--- config.mk ---
export PLATFORM = sky130hd
export DESIGN_NAME = dpa_arbiter
export DESIGN_NICKNAME = d
export VERILOG_FILES = /design/src/rtl/dpa_pkg.sv /design/src/rtl/dpa_cfg_watch.sv /design/src/rtl/dpa_weight_ctr.sv /design/src/rtl/dpa_pick.sv /design/src/rtl/dpa_grant_reg.sv /design/src/rtl/dpa_arbiter.sv
export SDC_FILE = /design/constraint.sdc
export NUM_CORES = 1
export LEC_CHECK = 0
export BUFFER_PORTS_ARGS = -buffer_cell sky130_fd_sc_hd__buf_2
export CORE_MARGIN = 1
export CORE_UTILIZATION = 35
export CTS_CLUSTER_SIZE = 40
export DETAILED_ROUTE_END_ITERATION = 10
export GPL_TIMING_DRIVEN = 0
export PLACE_DENSITY = 0.58
export SYNTH_ARGS = -nofsm -noshare
export SYNTH_HDL_FRONTEND = slang
export SYNTH_SLANG_ARGS = --single-unit
export TNS_END_PERCENT = 5
--- constraint.sdc ---
create_clock -name clk -period 5.2 [get_ports clk]
set_clock_uncertainty 0.15 [all_clocks]
set_input_delay 0.78 -clock clk [delete_from_list [all_inputs] [get_ports clk]]
set_output_delay 0.78 -clock clk [all_outputs]
set_load 0.01 [all_outputs]
--- src/rtl/dpa_pkg.sv ---
package dpa_pkg;

   // side index used for the grant vectors
   localparam int unsigned SIDE_TX = 0;
   localparam int unsigned SIDE_RX = 1;
   localparam int unsigned NUM_SIDES = 2;

   typedef struct packed {
      logic win_tx;
      logic win_rx;
      logic step_fav;
      logic step_other;
   } pick_t;

endpackage

--- src/rtl/dpa_cfg_watch.sv ---
module dpa_cfg_watch #(
   parameter int unsigned RATIO_W = 2
) (
   input  logic               clk,
   input  logic               rst_n,
   input  logic               mode_fixed,
   input  logic [RATIO_W-1:0] ratio,
   output logic               cfg_changed
);

   logic               mode_q;
   logic [RATIO_W-1:0] ratio_q;

   always_ff @(posedge clk) begin
      if (!rst_n) begin
         mode_q  <= 1'b0;
         ratio_q <= '0;
      end else begin
         mode_q  <= mode_fixed;
         ratio_q <= ratio;
      end
   end

   assign cfg_changed = (mode_fixed != mode_q) || (ratio != ratio_q);

endmodule

--- src/rtl/dpa_weight_ctr.sv ---
module dpa_weight_ctr #(
   parameter int unsigned RATIO_W = 2
) (
   input  logic               clk,
   input  logic               rst_n,
   input  logic               clr,
   input  logic [RATIO_W-1:0] ratio,
   input  logic               step_fav,
   input  logic               step_other,
   output logic               quota_met
);

   localparam int unsigned CNT_W   = RATIO_W + 1;
   localparam int unsigned MAX_LIM = 1 << RATIO_W;

   logic [CNT_W-1:0] cnt_q;
   logic [CNT_W-1:0] cnt_eff;
   logic [CNT_W-1:0] limit;

   assign limit     = {1'b0, ratio} + CNT_W'(1);
   assign cnt_eff   = clr ? '0 : cnt_q;
   assign quota_met = (cnt_eff >= limit);

   always_ff @(posedge clk) begin
      if (!rst_n) begin
         cnt_q <= '0;
      end else if (step_fav) begin
         cnt_q <= cnt_eff + CNT_W'(1);
      end else if (step_other) begin
         cnt_q <= '0;
      end else begin
         cnt_q <= cnt_eff;
      end
   end


   cnt_bound_chk: assert property (@(posedge clk) disable iff (!rst_n)
      cnt_q <= CNT_W'(MAX_LIM))
      else $error("quota counter above its largest limit");


   step_excl_chk: assert property (@(posedge clk) disable iff (!rst_n)
      !(step_fav && step_other))
      else $error("favoured and other step in one cycle");


   clr_zero_chk: assert property (@(posedge clk) disable iff (!rst_n)
      (clr && !step_fav) |=> (cnt_q == '0))
      else $error("configuration change did not clear the counter");

endmodule

--- src/rtl/dpa_pick.sv ---
module dpa_pick
   import dpa_pkg::*;
(
   input  logic  idle,
   input  logic  tx_req,
   input  logic  rx_req,
   input  logic  mode_fixed,
   input  logic  tx_fav,
   input  logic  quota_met,
   output pick_t pick
);

   logic both;
   logic fav_wins;

   assign both     = tx_req && rx_req;
   assign fav_wins = mode_fixed || !quota_met;

   always_comb begin
      pick = '0;
      if (idle) begin
         if (both) begin
            // favoured side is tx when tx_fav, rx otherwise
            pick.win_tx     = fav_wins ? tx_fav : !tx_fav;
            pick.win_rx     = fav_wins ? !tx_fav : tx_fav;
            pick.step_fav   = !mode_fixed && !quota_met;
            pick.step_other = !mode_fixed && quota_met;
         end else begin
            pick.win_tx = tx_req;
            pick.win_rx = rx_req;
         end
      end
   end

endmodule

--- src/rtl/dpa_grant_reg.sv ---
module dpa_grant_reg (
   input  logic clk,
   input  logic rst_n,
   input  logic win,
   input  logic done,
   output logic gnt
);

   always_ff @(posedge clk) begin
      if (!rst_n) begin
         gnt <= 1'b0;
      end else if (gnt) begin
         gnt <= !done;
      end else begin
         gnt <= win;
      end
   end


   hold_until_done_chk: assert property (@(posedge clk) disable iff (!rst_n)
      (gnt && !done) |=> gnt)
      else $error("grant dropped without its done pulse");


   release_on_done_chk: assert property (@(posedge clk) disable iff (!rst_n)
      (gnt && done) |=> !gnt)
      else $error("grant kept after its done pulse");

endmodule

--- src/rtl/dpa_arbiter.sv ---
module dpa_arbiter
   import dpa_pkg::*;
#(
   parameter int unsigned RATIO_W = 2
) (
   input  logic               clk,
   input  logic               rst_n,
   input  logic               cfg_fixed,
   input  logic               cfg_tx_fav,
   input  logic [RATIO_W-1:0] cfg_ratio,
   input  logic               tx_req,
   input  logic               tx_done,
   output logic               tx_gnt,
   input  logic               rx_req,
   input  logic               rx_done,
   output logic               rx_gnt
);

   generate
      if (RATIO_W < 1 || RATIO_W > 4) begin : g_bad_ratio_w
         $error("RATIO_W must lie between 1 and 4");
      end
   endgenerate

   logic                 cfg_changed;
   logic                 quota_met;
   logic                 idle;
   pick_t                pick;
   logic [NUM_SIDES-1:0] win_v;
   logic [NUM_SIDES-1:0] done_v;
   logic [NUM_SIDES-1:0] gnt_v;

   assign idle = (gnt_v == '0);

   dpa_cfg_watch #(.RATIO_W(RATIO_W)) u_watch (
      .clk         (clk),
      .rst_n       (rst_n),
      .mode_fixed  (cfg_fixed),
      .ratio       (cfg_ratio),
      .cfg_changed (cfg_changed)
   );

   dpa_weight_ctr #(.RATIO_W(RATIO_W)) u_ctr (
      .clk        (clk),
      .rst_n      (rst_n),
      .clr        (cfg_changed),
      .ratio      (cfg_ratio),
      .step_fav   (pick.step_fav),
      .step_other (pick.step_other),
      .quota_met  (quota_met)
   );

   dpa_pick u_pick (
      .idle       (idle),
      .tx_req     (tx_req),
      .rx_req     (rx_req),
      .mode_fixed (cfg_fixed),
      .tx_fav     (cfg_tx_fav),
      .quota_met  (quota_met),
      .pick       (pick)
   );

   assign win_v[SIDE_TX]  = pick.win_tx;
   assign win_v[SIDE_RX]  = pick.win_rx;
   assign done_v[SIDE_TX] = tx_done;
   assign done_v[SIDE_RX] = rx_done;

   generate
      for (genvar s = 0; s < NUM_SIDES; s++) begin : g_side
         dpa_grant_reg u_gnt (
            .clk   (clk),
            .rst_n (rst_n),
            .win   (win_v[s]),
            .done  (done_v[s]),
            .gnt   (gnt_v[s])
         );
      end
   endgenerate

   assign tx_gnt = gnt_v[SIDE_TX];
   assign rx_gnt = gnt_v[SIDE_RX];


   single_owner_chk: assert property (@(posedge clk) disable iff (!rst_n)
      $onehot0({tx_gnt, rx_gnt}))
      else $error("both grants high");


   idle_gap_chk: assert property (@(posedge clk) disable iff (!rst_n)
      ($rose(tx_gnt) || $rose(rx_gnt)) |-> $past(!tx_gnt && !rx_gnt))
      else $error("grant rose without an idle cycle before it");


   lone_tx_chk: assert property (@(posedge clk) disable iff (!rst_n)
      (!tx_gnt && !rx_gnt && tx_req && !rx_req) |=> tx_gnt)
      else $error("lone transmit request not granted");


   lone_rx_chk: assert property (@(posedge clk) disable iff (!rst_n)
      (!tx_gnt && !rx_gnt && rx_req && !tx_req) |=> rx_gnt)
      else $error("lone receive request not granted");


   fixed_tx_fav_chk: assert property (@(posedge clk) disable iff (!rst_n)
      (!tx_gnt && !rx_gnt && tx_req && rx_req && cfg_fixed && cfg_tx_fav) |=> tx_gnt)
      else $error("fixed mode did not favour transmit");


   fixed_rx_fav_chk: assert property (@(posedge clk) disable iff (!rst_n)
      (!tx_gnt && !rx_gnt && tx_req && rx_req && cfg_fixed && !cfg_tx_fav) |=> rx_gnt)
      else $error("fixed mode did not favour receive");

endmodule

**Word level (Yosys, flattened, before mapping)**

Index checks and enable logic that the tools add are counted.

- Register bits after elaboration: 8
- Bits of input ports: 10
- Output and inout port bits: 2
- Logic and storage cells: 31

- Add/sub/neg operators: 2
- Order comparisons: 1
- Equal/unequal tests: 2
- Multiplexer cells: 10
- Reductions and logical operators: 11

Operators with widths:

| cell | number |
|---|---|
| $mux 3 | 3 |
| $logic_not 1->1 | 5 |
| $mux 1 | 4 |
| $mux 2 | 2 |
| $mux 4 | 1 |
| $add 2x1->3 const B | 1 |
| $add 3x1->3 const B | 1 |
| $ge 3x3->1 | 1 |
| $logic_and 1x1->1 | 3 |
| $logic_not 2->1 | 1 |
| $logic_or 1x1->1 | 2 |
| $ne 2x2->1 | 1 |
| $ne 1x1->1 | 1 |

**Logic depth before layout (Yosys ltp)**

Gate-level depths: netlist of the first run.

- Depth after elaboration: 11
- Depth in mapped cells: 8
- Gate-level depth less buffers: 8

**By module**

From an unflattened synthesis of the first run, not the netlist that was laid out.

- Cell total of the unflattened synthesis: 57
- Area total of the unflattened synthesis: 555.5 um^2

Modules (own cells, without submodules):

| module | instances | cells each | area each (um^2) | sequential area each (um^2) |
|---|---|---|---|---|
| dpa_weight_ctr | 1 | 27 | 242.7 | 60.1 |
| dpa_cfg_watch | 1 | 10 | 111.4 | 60.1 |
| dpa_grant_reg | 2 | 4 | 51.3 | 20.0 |
| dpa_pick | 1 | 11 | 95.1 | 0.0 |
| dpa_arbiter | 1 | 1 | 3.8 | 0.0 |

**Least setup slack after synthesis of the first run**

Ideal clock, no wire load.

- Path kind: input port to flip-flop
- Start point: in cfg_ratio[1]
- End point: reg g_side[0].u_gnt.gnt
- Setup time: 0.122 ns
- Data arrival time: 2.471 ns
- Required time: 4.928 ns
- Slack: 2.457 ns
- Cell stages on the path: 7
- Buffers on the path: 0
- Path through: xor2_1 nor4b_2 ha_1 a21o_2 a31oi_4 nor3_1 o311a_1

- Word-level cells in the longest chain between the ends: 10
- Elaborated cells on any way between the ends: 11
- Those cells by class: add/sub (1); order compare (1); eq/ne (1); mux (5); reduce/logical (3)

Ends and longest elaborated chain:

| item | RTL line | RTL |
|---|---|---|
| from (decl) | dpa_arbiter.sv:10 | `input logic [RATIO_W-1:0] cfg_ratio,` |
| $ne 2x2->1 | dpa_cfg_watch.sv:24 | `assign cfg_changed = (mode_fixed != mode_q) \|\| (ratio != ratio_q);` |
| $logic_or 1x1->1 | dpa_cfg_watch.sv:24 |  |
| $mux 3 | dpa_weight_ctr.sv:21 | `assign cnt_eff = clr ? '0 : cnt_q;` |
| $ge 3x3->1 * | dpa_weight_ctr.sv:22 | `assign quota_met = (cnt_eff >= limit);` |
| $logic_not 1->1 * | dpa_pick.sv:17 | `assign fav_wins = mode_fixed \|\| !quota_met;` |
| $logic_or 1x1->1 * | dpa_pick.sv:17 |  |
| $mux 1 * | dpa_pick.sv:24 | `pick.win_tx = fav_wins ? tx_fav : !tx_fav;` |
| $mux 2 * | dpa_pick.sv:22 | `if (both) begin` |
| $mux 4 * | dpa_pick.sv:21 | `if (idle) begin` |
| $mux 1 * | dpa_grant_reg.sv:12 | `end else if (gnt) begin` |
| to (signal assigned) | dpa_grant_reg.sv:13 | `gnt <= !done;` |
| to (signal assigned) | dpa_grant_reg.sv:15 | `gnt <= win;` |
| to (decl) | dpa_grant_reg.sv:6 | `output logic gnt` |

Every way passes the cells marked *; elsewhere a longest branch is shown, timed or not.
A chain may end at the register's enable or synchronous reset.

**Worst setup path in the final report of the first run**

Ends and elaborated chain as after synthesis.

==> results.json, run 1 <==
{
  "viasPerCell": 5.06,
  "p_leak_nw": 0.302,
  "ir_drop_uv": 117,
  "drt_iter0_drc": 3,
  "drc": 0,
  "layout.nets": 90,
  "slowest_delay_ps": 410,
  "cts_sinks": 8,
  "ctsHoldBuffers": 0,
  "finalWirelength_um": 994,
  "place_inst": 85,
  "highest_layer": "met4",
  "syn-num-nets": 74,
  "cts_resized": 0,
  "ys_seq_area_share_pct": 29.4,
  "maxCapViolations": 0,
  "slew_violations": 0,
  "hold_viol": 0,
  "core_um2": 1370,
  "synth_edf_count": 0,
  "synthFlopType": "dfxtp_1",
  "worst-setup-path-type": "in2reg",
  "layout_common_cells": "buf_2, nand2_1, dfxtp_1",
  "clock_path_buffers": 2,
  "final_common_cell": "buf_2",
  "wl_met1_um": 487,
  "ys_warn_count": 0,
  "hpwl_um": 777,
  "antenna_found_initial": 0,
  "avgSynthCellArea_um2": 9.22,
  "syn-cell-area_um2": 544,
  "tightest_slew_ps": 360,
  "required_ps": 5210,
  "ios": 12,
  "fin_cells": 88,
  "die-area_um2": 1720,
  "crit_path_end_kind": "flip-flop",
  "root_buffer": "clkbuf_4",
  "min_path_type": "reg2reg",
  "final.setup.tns_ps": 0,
  "grt_max_degree": 10,
  "crit_arrival_ps": 2750,
  "async_flop_share_pct": 0,
  "met2_length_um": 441,
  "grt_overflow": 0,
  "crit_buf_inv": 1,
  "cts_tree": "yes",
  "initial_core_util_pct": 39.8,
  "num_vias": 445,
  "rsz0062_at_grt": "false",
  "post-route-util_pct": 46.9,
  "route.antenna.remaining_nets": 0,
  "fp-row-count": 13,
  "startpoint_type": "primary input",
  "crit_chain": "buf_2, xor2_1, nor4b_2, ha_1, a21o_2, a31oi_4, nor3_1, o311a_1",
  "setup_viol": 0,
  "worst-path-max-fanout": 8,
  "htreeDepth": 1,
  "io_buffers": 11,
  "dieWidth_um": 41.4,
  "status": "completed",
  "relSlewSlack_pct": 75.9,
  "clock_latency_ps": 260,
  "firstDrtPassIters": 2,
  "grt_pass1_vias": 437,
  "cts_buffers": 3,
  "ys_seq_elements": 8,
  "drive_above_1_share_pct": 30.1,
  "max_freq_mhz": 364,
  "wl_per_cell_um": 11.3,
  "grt.total_usage_pct": 13.8,
  "cts_setup_buffers": 0,
  "period_share_pct": 52.9,
  "syn_to_final_growth_pct": 17.7,
  "netlist_instances": 59,
  "place_congestion": 0.767,
  "pre_cts_slack_ps": 2150,
  "clk_pin_slew_worst_paths_ps": 60,
  "crit_family": "compound AO/OA/AOI/OAI gates",
  "wl_met3_um": 41,
  "ys_types": 29,
  "n_antenna_cell": 0,
  "die_h_um": 41.4,
  "fin_crit_ps": 2750,
  "grt_pass1_wl_um": 1780,
  "p_per_area_nw_per_um2": 224,
  "crit_slowest_cell": "nor4b_2",
  "worst_slack_ps": 2450
}
[where the power goes]
part | switching [mW] | internal [mW] | total, mW
Clock | 0.0228 | 0.0265 | 0.0493
Combinational | 0.0163 | 0.0124 | 0.0288
Sequential | 0.00137 | 0.0642 | 0.0655
[synthesized netlist by cell type (2+ instances only)]
library cell	count	area (um2)
and2_1	4	25.0
dfxtp_1	8	160
ha_1	5	62.6
inv_1	4	15.0
nand2_1	10	37.5
nand2b_1	2	12.5
nand3_1	2	10.0
xor2_1	3	26.3
[registers in the layout, summed over array words and instances, names as in the netlist]
signal            flops
u_watch.ratio_q       2
u_ctr.cnt_q           3
g_side.u_gnt.gnt      2
u_watch.mode_q        1
[kinds of logic after synthesis]
logic type	share of synthesized area, %
simple gates	34.5
compound gates	16.3
flops	29.4
buf+inv	3.45
fa+ha+maj	11.5
xor+xnor	4.83
[worst min-delay path, delay by kind of cell (launching register included)]
family | cells | cell delay, ps
AND/OR/NAND/NOR | 1 | 50
AO/OA/AOI/OAI | 1 | 70
flip-flops | 1 | 300
[stage by stage]
stage          area (um2)  power (mW)  hold slack (ps)
2_1_floorplan         544      0.0856              298
3_3_place_gp          618      0.0954              311
3_5_place_dp          618      0.0959              318
4_1_cts               641       0.146              325
5_1_grt               641       0.151              353
6_report              641       0.144              319
[cell type report]
cell class / count / area, um2
inverter: 5 / 18.8
fill: 146 / 726
timing repair buffer: 11 / 55.1
sequential: 8 / 160
clock buffer: 3 / 22.5
multi-input combinational: 46 / 365
tap: 15 / 18.8
[path summary, 6_finish.rpt]
check                             end  slack (ps)               start  depth (start not counted)
setup / recovery  g_side[0].u_gnt.gnt        2450        cfg_ratio[1]                          8
hold / removal         u_ctr.cnt_q[1]         320      u_ctr.cnt_q[1]                          2
setup reg to reg  g_side[0].u_gnt.gnt        2820  u_watch.ratio_q[1]                          7
hold reg to reg        u_ctr.cnt_q[1]         320      u_ctr.cnt_q[1]                          2
[routing by layer]
metal	global-route usage (%)	vias to the layer above
met5	0	-
met4	7.74	0
met3	6.52	4
met2	20.9	7
met1	15.6	197
li1	-	237
(Power assumes the default switching activity.)
==> run 2: changes to the inputs <==
Settings changed: PLACE_DENSITY 0.58 to 0.6.
Clock period 5.2 ns to 2.5 ns, I/O delays scaled along.
==> run 2 against run 1 <==
Net effect: first-iteration DRC count did not move; critical path depth did not move; combinational power rose by 110%; cell count rose by 1.1%; non-clock buffer count rose by 1; hold slack got worse by 89 ps; power rose by 110%; register-to-register slack got worse by 2700 ps; routed wire length fell by 1.0%; critical endpoint is now g_side[1].u_gnt.gnt; largest power group unchanged; highest routed layer unchanged.
==> results.json, run 2 (synthesis gave the netlist of run 1 again) <==
{
  "hold_viol": 0,
  "crit_arrival_ps": 2370,
  "rr_endpoint": "g_side[1].u_gnt.gnt",
  "post-route-util_pct": 47.4,
  "ff2ff_path_depth": 8,
  "ctsHoldBuffers": 0,
  "largest_reg_flops": 3,
  "die_h_um": 41.4,
  "cts_buffers": 3,
  "n_antenna_cell": 0,
  "io_buffers": 11,
  "clock_path_buffers": 2,
  "dpl_cell_area_um2": 618,
  "syn_to_final_growth_pct": 19.1,
  "die-area_um2": 1720,
  "dieWidth_um": 41.4,
  "route.antenna.remaining_nets": 0,
  "hold_ws_ps": 230,
  "wl_per_cell_um": 11.1,
  "firstDrtPassIters": 4,
  "startpoint_type": "flip-flop",
  "setup_viol": 0,
  "clock_latency_ps": 250,
  "max_freq_mhz": 422,
  "worst-path-max-fanout": 8,
  "rr_startpoint": "u_watch.ratio_q[1]",
  "crit_slowest_cell": "or4_1",
  "place_inst": 85,
  "drive_above_1_share_pct": 31.1,
  "grt_pass1_vias": 385,
  "maxCapViolations": 0,
  "cts_tree": "yes",
  "r2r_setup_slack_ps": 130,
  "grt_overflow": 0,
  "status": "completed",
  "finalWirelength_um": 984,
  "fin_crit_ps": 2370,
  "antenna_found_initial": 0,
  "num_vias": 444,
  "viasPerCell": 4.99,
  "hpwl_um": 763,
  "rsz0062_at_grt": "false",
  "layout_common_cells": "buf_2, nand2_1, dfxtp_1",
  "relSlewSlack_pct": 79.3,
  "ios": 12,
  "clk_pin_slew_worst_paths_ps": 50,
  "fin_cells": 89,
  "p_per_area_nw_per_um2": 457,
  "initial_core_util_pct": 39.8,
  "core_um2": 1370,
  "fp-row-count": 13,
  "layout.nets": 91,
  "grt_max_degree": 10,
  "root_buffer": "clkbuf_4",
  "crit_end": "g_side[1].u_gnt.gnt",
  "critPathLaunch": "u_watch.ratio_q[1]",
  "cts_sinks": 8,
  "p_leak_nw": 0.308,
  "place_congestion": 0.729,
  "tightest_slew_ps": 311,
  "period_share_pct": 94.9,
  "crit_chain": "xor2_1, nor3_2, nand2_2, ha_1, nand2b_1, a31oi_4, or4_1, and4_1",
  "grt.total_usage_pct": 12.7,
  "top_register": "u_ctr.cnt_q",
  "crit_path_end_kind": "flip-flop",
  "slowest_delay_ps": 480,
  "worst-setup-path-type": "reg2reg",
  "ir_drop_uv": 275,
  "min_path_type": "in2reg",
  "final_common_cell": "buf_2",
  "slew_violations": 0,
  "grt_pass1_wl_um": 1680,
  "drt_iter0_drc": 3,
  "required_ps": 2490,
  "final_area_um2": 648,
  "htreeDepth": 1,
  "drc": 0,
  "reg.largest.list": "u_ctr.cnt_q (3), g_side.u_gnt.gnt (2), u_watch.ratio_q (2)"
}
-- run 2: cell types whose count changed in the layout (fill, tap and decap cells not counted), sizes merged --
cell  previous run  this run
buf             11        12
-- run 2: worst max-delay path: cells and delay by family, from the launching register on --
family | cells | cell delay (ps)
DFF | 1 | 300
adders and majority gates | 1 | 270
xor gates and xnor gates | 1 | 160
and+or+nand+nor | 5 | 1220
AOI/OAI and AO/OA | 1 | 160
-- run 2: how the worst min path moves through the flow --
stage                         from  cells after the start                  to  slack [ps]
floorplan           u_ctr.cnt_q[1]                      2      u_ctr.cnt_q[1]         300
global placement    u_ctr.cnt_q[1]                      2      u_ctr.cnt_q[1]         310
detailed placement  u_ctr.cnt_q[1]                      2      u_ctr.cnt_q[1]         310
CTS                   cfg_ratio[1]                      2  u_watch.ratio_q[1]         220
global route          cfg_ratio[1]                      2  u_watch.ratio_q[1]         230
finish                cfg_ratio[1]                      2  u_watch.ratio_q[1]         230
-- run 2: per-stage QoR --
step	TNS [ps]	setup slack [ps]	power [mW]
after floorplan	0	162	0.178
after global placement	-270	-125	0.199
after detailed placement	-299	-134	0.200
after CTS	0	89.1	0.301
after global routing	0	15.7	0.317
final	0	128	0.296
-- run 2: layer usage --
metal / share of wire (%) / wire length (um) / vias up / global-route usage (%)
met5: 0 / 0 / - / 0
met4: 2.0 / 20 / 0 / 3.87
met3: 6.5 / 64 / 4 / 6.96
li1: - / - / 241 / -
met2: 40 / 394 / 21 / 15.6
met1: 51 / 505 / 178 / 18.4
-- run 2: report_power, final --
group / internal [mW] / switching (mW) / leakage (nW)
logic: 0.0258 / 0.0342 / 0.228
clock network: 0.0550 / 0.0447 / 0.0138
registers: 0.133 / 0.00318 / 0.0657
total: 0.214 / 0.0821 / 0.308
-- run 2: area by class of cell --
type                            count  area, um2
Clock buffer                        3       22.5
Fill cell                         146        718
Inverter                            5       18.8
Multi-Input combinational cell     46        365
Sequential cell                     8        160
Tap cell                           15       18.8
Timing Repair Buffer               12       62.6
-- run 2: timing repair --
action                                  CTS  global route
gates resized for setup                   0             0
endpoints found under the setup margin    0             1
buffers inserted                          0             1
